==> src/rtl/sq_pkg.sv <==
package sq_pkg;
    localparam logic [2:0] SEL_CTRL  = 3'd0;
    localparam logic [2:0] SEL_FMT   = 3'd1;
    localparam logic [2:0] SEL_START = 3'd2;
    localparam logic [2:0] SEL_ECNT  = 3'd3;
    localparam logic [2:0] SEL_FCNT  = 3'd4;
    localparam logic [2:0] SEL_EIDX  = 3'd5;
    localparam logic [2:0] SEL_FIDX  = 3'd6;
    localparam logic [2:0] SEL_STAT  = 3'd7;

    localparam int CTL_EN    = 0;
    localparam int CTL_IRQEN = 1;
    localparam int CTL_RPT   = 2;
    localparam int CTL_LOAD  = 3;

    typedef enum logic [1:0] {
        WALK_INC0 = 2'd0,
        WALK_INC1 = 2'd1,
        WALK_INC2 = 2'd2,
        WALK_DBL  = 2'd3
    } walk_mode_e;
endpackage

==> src/rtl/sq_regfile.sv <==
module sq_regfile #(
    parameter int AW = 32,
    parameter int CW = 16,
    parameter int IW = 16
) (
    input  logic                 clk,
    input  logic                 rst,
    input  logic                 wr_en,
    input  logic [2:0]           wr_sel,
    input  logic [AW-1:0]        wr_data,
    input  logic                 busy,
    input  logic                 blk_end,
    output logic                 en,
    output logic                 irq_en,
    output logic                 rpt,
    output logic                 pend,
    output logic                 status,
    output sq_pkg::walk_mode_e   act_mode,
    output logic [1:0]           act_esz,
    output logic [AW-1:0]        act_start,
    output logic [CW-1:0]        act_ecnt,
    output logic [CW-1:0]        act_fcnt,
    output logic [IW-1:0]        act_eidx,
    output logic [IW-1:0]        act_fidx,
    output logic [AW-1:0]        restart_addr
);
    import sq_pkg::*;

    typedef struct packed {
        walk_mode_e    mode;
        logic [1:0]    esz;
        logic [AW-1:0] start;
        logic [CW-1:0] ecnt;
        logic [CW-1:0] fcnt;
        logic [IW-1:0] eidx;
        logic [IW-1:0] fidx;
    } geom_t;

    typedef struct packed {
        geom_t shd;
        geom_t act;
        logic  en;
        logic  irq_en;
        logic  rpt;
        logic  pend;
        logic  status;
    } rf_t;

    rf_t  st_d, st_q;
    logic load_now;

    always_comb begin
        st_d     = st_q;
        load_now = st_q.pend && (!busy || blk_end);
        if (load_now) begin
            st_d.act  = st_q.shd;
            st_d.pend = 1'b0;
        end
        if (blk_end) begin
            st_d.status = 1'b1;
            if (!st_q.rpt) st_d.en = 1'b0;
        end
        if (wr_en) begin
            case (wr_sel)
                SEL_CTRL: begin
                    st_d.en     = wr_data[CTL_EN];
                    st_d.irq_en = wr_data[CTL_IRQEN];
                    st_d.rpt    = wr_data[CTL_RPT];
                    if (wr_data[CTL_LOAD]) st_d.pend = 1'b1;
                end
                SEL_FMT: begin
                    st_d.shd.mode = walk_mode_e'(wr_data[1:0]);
                    st_d.shd.esz  = wr_data[3:2];
                end
                SEL_START: st_d.shd.start = wr_data;
                SEL_ECNT:  st_d.shd.ecnt  = wr_data[CW-1:0];
                SEL_FCNT:  st_d.shd.fcnt  = wr_data[CW-1:0];
                SEL_EIDX:  st_d.shd.eidx  = wr_data[IW-1:0];
                SEL_FIDX:  st_d.shd.fidx  = wr_data[IW-1:0];
                default: begin
                    if (wr_data[0] && !blk_end) st_d.status = 1'b0;
                end
            endcase
        end
    end

    always_ff @(posedge clk or posedge rst) begin
        if (rst) st_q <= '0;
        else     st_q <= st_d;
    end

    assign en           = st_q.en;
    assign irq_en       = st_q.irq_en;
    assign rpt          = st_q.rpt;
    assign pend         = st_q.pend;
    assign status       = st_q.status;
    assign act_mode     = st_q.act.mode;
    assign act_esz      = st_q.act.esz;
    assign act_start    = st_q.act.start;
    assign act_ecnt     = st_q.act.ecnt;
    assign act_fcnt     = st_q.act.fcnt;
    assign act_eidx     = st_q.act.eidx;
    assign act_fidx     = st_q.act.fidx;
    assign restart_addr = load_now ? st_q.shd.start : st_q.act.start;
endmodule

==> src/rtl/sq_walker.sv <==
module sq_walker #(
    parameter int AW = 32,
    parameter int CW = 16,
    parameter int IW = 16
) (
    input  logic               clk,
    input  logic               rst,
    input  logic               en,
    input  logic               rpt,
    input  logic               ready,
    input  sq_pkg::walk_mode_e mode,
    input  logic [1:0]         esz,
    input  logic [CW-1:0]      ecnt,
    input  logic [CW-1:0]      fcnt,
    input  logic [IW-1:0]      eidx,
    input  logic [IW-1:0]      fidx,
    input  logic [AW-1:0]      restart_addr,
    output logic               valid,
    output logic [AW-1:0]      addr,
    output logic               busy,
    output logic               blk_end
);
    import sq_pkg::*;

    localparam int XW = AW - IW;

    typedef struct packed {
        logic          busy;
        logic [AW-1:0] cur;
        logic [CW-1:0] e;
        logic [CW-1:0] f;
    } walk_t;

    walk_t         st_d, st_q;
    logic [AW-1:0] bytes, step_e, step_f;
    logic          last_e, last_f, accept;

    always_comb begin
        bytes  = AW'(1) << esz;
        step_e = bytes;
        step_f = bytes;
        if (mode == WALK_DBL) begin
            step_e = bytes + {{XW{eidx[IW-1]}}, eidx} - AW'(1);
            step_f = bytes + {{XW{fidx[IW-1]}}, fidx} - AW'(1);
        end
        last_e  = ({1'b0, st_q.e} + 1'b1) >= {1'b0, ecnt};
        last_f  = ({1'b0, st_q.f} + 1'b1) >= {1'b0, fcnt};
        accept  = st_q.busy && en && ready;
        blk_end = accept && last_e && last_f;

        st_d = st_q;
        if (st_q.busy && !en) begin
            st_d.busy = 1'b0;
        end else if (!st_q.busy) begin
            if (en) begin
                st_d.busy = 1'b1;
                st_d.cur  = restart_addr;
                st_d.e    = '0;
                st_d.f    = '0;
            end
        end else if (accept) begin
            if (!last_e) begin
                st_d.cur = st_q.cur + step_e;
                st_d.e   = st_q.e + 1'b1;
            end else if (!last_f) begin
                st_d.cur = st_q.cur + step_f;
                st_d.e   = '0;
                st_d.f   = st_q.f + 1'b1;
            end else if (rpt) begin
                st_d.cur = restart_addr;
                st_d.e   = '0;
                st_d.f   = '0;
            end else begin
                st_d.busy = 1'b0;
            end
        end
    end

    always_ff @(posedge clk or posedge rst) begin
        if (rst) st_q <= '0;
        else     st_q <= st_d;
    end

    assign valid = st_q.busy && en;
    assign addr  = st_q.cur;
    assign busy  = st_q.busy;
endmodule

==> src/rtl/dma2d_addr_seq.sv <==
module dma2d_addr_seq #(
    parameter int AW = 32,
    parameter int CW = 16,
    parameter int IW = 16
) (
    input  logic          clk,
    input  logic          rst,
    input  logic          wr_en,
    input  logic [2:0]    wr_sel,
    input  logic [AW-1:0] wr_data,
    input  logic          addr_ready,
    output logic          addr_valid,
    output logic [AW-1:0] addr_out,
    output logic          irq
);
    import sq_pkg::*;

    logic          en, irq_en, rpt, pend, status, busy, blk_end;
    walk_mode_e    act_mode;
    logic [1:0]    act_esz;
    logic [AW-1:0] act_start, restart_addr;
    logic [CW-1:0] act_ecnt, act_fcnt;
    logic [IW-1:0] act_eidx, act_fidx;

    sq_regfile #(.AW(AW), .CW(CW), .IW(IW)) i_regs (
        .clk(clk), .rst(rst), .wr_en(wr_en), .wr_sel(wr_sel), .wr_data(wr_data),
        .busy(busy), .blk_end(blk_end), .en(en), .irq_en(irq_en), .rpt(rpt),
        .pend(pend), .status(status), .act_mode(act_mode), .act_esz(act_esz),
        .act_start(act_start), .act_ecnt(act_ecnt), .act_fcnt(act_fcnt),
        .act_eidx(act_eidx), .act_fidx(act_fidx), .restart_addr(restart_addr)
    );

    sq_walker #(.AW(AW), .CW(CW), .IW(IW)) i_walk (
        .clk(clk), .rst(rst), .en(en), .rpt(rpt), .ready(addr_ready),
        .mode(act_mode), .esz(act_esz), .ecnt(act_ecnt), .fcnt(act_fcnt),
        .eidx(act_eidx), .fidx(act_fidx), .restart_addr(restart_addr),
        .valid(addr_valid), .addr(addr_out), .busy(busy), .blk_end(blk_end)
    );

    assign irq = status && irq_en;
endmodule

==> config.mk <==
export PLATFORM = sky130hd
export DESIGN_NAME = dma2d_addr_seq
export DESIGN_NICKNAME = d
export VERILOG_FILES = /design/src/rtl/sq_pkg.sv /design/src/rtl/sq_regfile.sv /design/src/rtl/sq_walker.sv /design/src/rtl/dma2d_addr_seq.sv
export SDC_FILE = /design/constraint.sdc
export NUM_CORES = 1
export LEC_CHECK = 0
export BUFFER_PORTS_ARGS = -buffer_cell sky130_fd_sc_hd__buf_2
export CORE_ASPECT_RATIO = 0.7
export CORE_MARGIN = 1
export CORE_UTILIZATION = 55
export CTS_BUF_LIST = sky130_fd_sc_hd__clkbuf_16
export CTS_CLUSTER_DIAMETER = 200
export CTS_CLUSTER_SIZE = 40
export DETAILED_ROUTE_END_ITERATION = 12
export PLACE_DENSITY_LB_ADDON = 0.25
export RECOVER_POWER = 100
export SYNTH_ARGS = -nofsm -noshare
export SYNTH_HDL_FRONTEND = slang
export SYNTH_SLANG_ARGS = --single-unit
==> constraint.sdc <==
create_clock -name clk -period 19.65 [get_ports clk]
set_input_delay 2.9475 -clock clk [delete_from_list [all_inputs] [get_ports clk]]
set_output_delay 2.9475 -clock clk [all_outputs]
set_load 0.01 [all_outputs]
# Word-level counts from Yosys, hierarchy flattened
# Cells that the tools add are included.
# totals
reg_bits,270
inputBits,39
# classes
shift,1
n_mux,23
n_eq_ne,11
n_bitwise,1
magnitude_cmp,2
add_sub_neg,10
reduce_logical,24
# ops
op,count
two-way mux 65 bit,3
adder 32 bit,4
two-way mux 64 bit,2
two-way mux 32 bit,3
subtractor 32 x 1 -> 32 bit (second input constant),2
two-way mux 48 bit,1
adder 16 x 1 -> 17 bit (second input constant),2
greater-or-equal comparator 17 x 16 -> 1 bit,2
adder 16 x 1 -> 16 bit (second input constant),2
<< shifter 1 x 2 -> 32 bit (first input constant),1
two-way mux 16 bit,1
AND reduction 2 bit,7
two-way mux 1 bit,11
equality test 3 bit (second input constant),3
logical AND 1 bit,8
OR reduction 7 bit,1
equality test 3 x 2 -> 1 bit (second input constant),2
two-way mux 5 bit,1
AND reduction 5 bit,1
two-way mux 4 bit,1
!= test 2 bit (second input constant),2
!= test 4 bit (second input constant),1
AND reduction 4 bit,1
equality test 3 x 1 -> 1 bit (second input constant),1
7 further kinds,9

# Logic depth before layout (Yosys ltp)
# depth
word_depth,13
mapped_depth,29
ltp_nobuf,29

# Cells and area by module
# From an unflattened synthesis, not the netlist that was laid out.
# hier_totals
cells_unflattened,1806
area_unflattened_um2,18207.5
# by_module_without_submodules
mod,seq_area_each_um2,n_inst,area_each_um2,cells_per_inst
sq_walker,1626.6,1,9625.5,1256
sq_regfile,5129.9,1,8575.7,549
dma2d_addr_seq,0.0,1,6.3,1

# Worst setup path before layout
# Ideal clock, no wire load.
# synth_path
kind,register to register
start,register i_regs.st_q (netlist bit i_regs.act_esz[1])
end,register i_walk.st_q (netlist bit i_walk.addr[29])
period_less_slack_ns,5.936
setup_time_ns,0.126
arrival_ns,5.810
n_path_buf,1
setup_slack_ns,13.714
required_ns,19.524
path_stages_with_launch,30
path_cell_list,dfrtp_1 or2_2 ha_1 inv_1 ha_1 inv_1 fa_1 nor2b_1 o21ai_0 a21oi_1 o21ai_0 a2111oi_0 o21ai_0 a21oi_1 o21ai_0 nand2b_1 clkbuf_1 fa_1 and3_1 ha_1 nand3_1 nor3_1 a21oi_1 o31a_1 o311a_1 o21bai_1 a21oi_1 xor2_1 a211oi_1 a221o_1
# synth_via
elab_chain_len,9
word_cells_on_any_way,13
cone_classes,6 x add/sub; 1 x shift; 6 x mux
# synth_rtl
element,line,source
from (decl),sq_regfile.sv:49,"rf_t st_d, st_q;"
from (signal assigned),sq_regfile.sv:89,else st_q <= st_d;
<< shifter 1 x 2 -> 32 bit (*),sq_walker.sv:39,bytes = AW'(1) << esz;
adder 32 bit,sq_walker.sv:44,"step_f = bytes + {{XW{fidx[IW-1]}}, fidx} - AW'(1);"
subtractor 32 x 1 -> 32 bit,sq_walker.sv:44,
two-way mux 32 bit,sq_walker.sv:42,if (mode == WALK_DBL) begin
adder 32 bit,sq_walker.sv:66,st_d.cur = st_q.cur + step_f;
two-way mux 64 bit,sq_walker.sv:65,end else if (!last_f) begin
two-way mux 48 bit (*),sq_walker.sv:62,if (!last_e) begin
two-way mux 65 bit (*),sq_walker.sv:61,end else if (accept) begin
two-way mux 65 bit (*),sq_walker.sv:54,end else if (!st_q.busy) begin
to (signal assigned),sq_walker.sv:81,else st_q <= st_d;
to (decl),sq_walker.sv:34,"walk_t st_d, st_q;"
# Every way passes the cells marked *; elsewhere a longest branch is shown, timed or not. The select of a mux whose other input is x is not followed.
# A chain may end at the register's enable or synchronous reset.

==> metrics.txt <==
status finished, violations left; failing checks capacitance limit, slew limit; Clk Latency, worst-skew pair 510 ps; Fin Setup TNS 0 ps; worst min-delay path class flip-flop to flip-flop; clock buffer depth 3; launch point of the worst path rst; cts repair resizes 0; Worst Tran Pin Value 5865 ps; mux cell area share after synthesis 14.12%; Crit Path Category primary input to async pin; Compound-Gate Fraction of Synth Area 16.65%; R2R depth 17; synthesized cell area 17180 sq um; f_max 0.1029 GHz; Site Rows 53; total global-route track usage 29.62%; Total Wirelength 46.25 mm; Port-buffer cells 72; Async S/R FF share, synth 100.0%; Post-Synth Simple-Gate Area 9.104%; Post-Syn Area per Cell 10.22 sq um; # nets final 1868; static leakage 8.358 nW; Synth area leader dfrtp_1; flip-flop and latch count after synthesis 270; first-pass GRT wire length 71.88 mm; final hold viol count 0; fraction of layout cells with a size suffix above 1 15.22%; FILL cells 2651; hold buffers post-CTS 0; setup bufs post-CTS 0; Slew Limit Fails 410; CP required 19370 ps; Overflow after GRT 0; CTS Buf Count 10; Critical Path Sink Type async pin; via count 13140; register area 6756 sq um; Final Setup Violations 0; synth warn 0; final antenna-violating net count 0; CTS Sinks 270; register area share after synthesis 39.33%; io pins 73; xor-xnor portion of the synthesized cell area 5.251%; fin crit share 49.47%; pwr dens 145.5 nW/um^2; Core Region 30370 sq um; clk root buf clkbuf_16; Reg clk slew, reported paths 140 ps; CTS tree yes; vias in the first global route 12430; Multi-input gate area 9544 sq um; RR Endpoint i_walk.addr[27]$_DFFE_PP0P_; initial DRC count 1567; EDFF count, synth 0; via/cell ratio 6.252; post-layout min period 9720 ps; Max-slew headroom -293.2%; Post-DP HPWL 34.78 mm; commonest cells after routing, fill and taps aside dfrtp_1, mux2_2, ha_1; FF-to-FF Start i_walk.st_q[18]$_DFFE_PP0P_; syn_nets 1860; DR WL/cell 22.00 um; Area contributors post-synth dfrtp_1, mux2_2, ha_1; Mapped Cells 1681; largest family of logic cells by synthesized area compound AO/OA/AOI/OAI gates; skew final 22.37 ps; Initial Util 56.56%; DRC Markers 0; Synth top area share 39.33%; fin util 58.88%; TritonRoute pass-1 iters 6; RSZ-0062 raised after global routing false; max cap viols 6; die span in x 213.2 um; full die area 31960 sq um; Most used DFF post-synth dfrtp_1; post-synthesis adder-cell area fraction 10.46%; Hold WS 511.9 ps; critical path data arrival time 9440 ps; Die Ht 149.9 um; H-Tree Depth 1; largest net degree at the start of global routing 133; worst setup path end i_regs.act_fidx[1]$_DFFE_PP0N_; initial antenna violation count 4; Max VDD drop 0.06686 mV; Area growth syn-to-layout 4.094%; most common cell after layout, fill and taps aside dfrtp_1; CP Launch Type primary input; crit path max fanout 132; Final GP Congestion 1.017; post-synth cell types 76; r2r setup slk 11740 ps
==> kinds of logic (layout without fill, tap and decap cells) <==
logic type,count (synthesis),count (layout)
AO/OA/AOI/OAI,434,434
XOR/XNOR,103,103
adder cells (fa/ha/maj),140,140
buffers and inverters,194,202
flip-flops,270,270
multiplexers,215,215
other,0,1
AND/OR/NAND/NOR,325,325
==> worst min-delay path by stage <==
| stage | from | endpoint | slack (ps) | cells past startpoint |
|---|---|---|---|---|
| after floorplan | i_regs.act_start[6]$_DFFE_PP0N_ | i_regs.act_start[6]$_DFFE_PP0N_ | 460 | 1 |
| after global placement | i_regs.st_q[127]$_DFFE_PP0P_ | i_regs.act_eidx[6]$_DFFE_PP0N_ | 480 | 1 |
| after detailed placement | i_regs.status$_DFF_PP0_ | i_regs.status$_DFF_PP0_ | 480 | 2 |
| after CTS | i_regs.status$_DFF_PP0_ | i_regs.status$_DFF_PP0_ | 520 | 2 |
| after global routing | i_regs.st_q[152]$_DFFE_PP0P_ | i_regs.act_fcnt[15]$_DFFE_PP0N_ | 530 | 1 |
| final | i_regs.act_start[3]$_DFFE_PP0N_ | i_regs.act_start[3]$_DFFE_PP0N_ | 510 | 1 |
==> synthesized netlist by cell type, types with 6 or more instances <==
cell / number
nor3_1: 20
a31oi_1: 37
dfrtp_1: 270
nor2b_1: 7
nand3_1: 46
and2_1: 7
buf_4: 32
a22o_1: 18
o22ai_1: 11
o21a_1: 10
o21ai_0: 91
nor2_1: 88
nand4_1: 8
nand2_1: 78
a211oi_1: 20
mux2i_1: 11
buf_2: 8
o31ai_1: 14
mux2_2: 198
o211ai_1: 8
inv_1: 101
a2111oi_0: 6
clkbuf_1: 47
a22oi_1: 6
ha_1: 134
fa_1: 6
a21oi_1: 101
a221oi_1: 9
nand2b_1: 20
xor2_1: 33
a21o_1: 45
o21bai_1: 13
and3_1: 20
or2_2: 8
xnor2_1: 70
==> stage by stage <==
stage	power [mW]	cell area (sq um)	cells	setup WS, ps
finish	2.601	17880	2102	9930
global route	2.807	17880	2101	8438
CTS	2.599	18000	2101	12790
detailed placement	2.321	17720	2089	12850
global placement	2.277	17720	2089	12970
floorplan	1.961	17180	1681	9264
==> report_power, final <==
part / leakage (nW) / switching [mW] / internal [mW]
logic: 4.83 / 0.837 / 0.610
clock network: 0.136 / 0.171 / 0.0964
registers: 3.39 / 0.160 / 0.727
total: 8.36 / 1.17 / 1.43
==> metal layers <==
metal | part of all wire (%) | vias to the layer above | routed length [um] | GRT usage (%)
li1 | - | 6060 | - | -
met1 | 48 | 6516 | 22150 | 46.07
met2 | 40 | 527 | 18700 | 42.41
met3 | 10 | 38 | 4759 | 6.422
met4 | 1.4 | 0 | 634 | 4.643
met5 | 0 | - | 0 | 0
==> worst max-delay path, cell delays in order <==
cell,delay [ps]
buf_2,100
clkinvlp_2,3230
clkbuf_1,3040
==> registers in the layout, summed over array words and instances (netlist names) <==
signal / count
i_regs.st_q: 100
i_regs.act_start: 32
i_walk.addr: 32
i_walk.st_q: 32
i_regs.act_ecnt: 16
i_regs.act_eidx: 16
i_regs.act_fcnt: 16
i_regs.act_fidx: 16
i_regs.act_esz: 2
i_regs.act_mode: 2
i_regs.en: 1
i_regs.irq_en: 1
i_regs.pend: 1
i_regs.rpt: 1
i_regs.status: 1
i_walk.busy: 1
==> area by class of cell <==
cell class                 count  share of cell area [%]
antenna                        1                 0.01399
multi-input combinational   1217                   53.37
inverter                     101                   2.127
clock inverter                 2                  0.1539
sequential                   270                   37.78
clock buffer                  10                   1.399
tap                          412                   2.883
timing repair buffer          89                   2.267
Note: power is estimated with default switching activity, not from simulation.
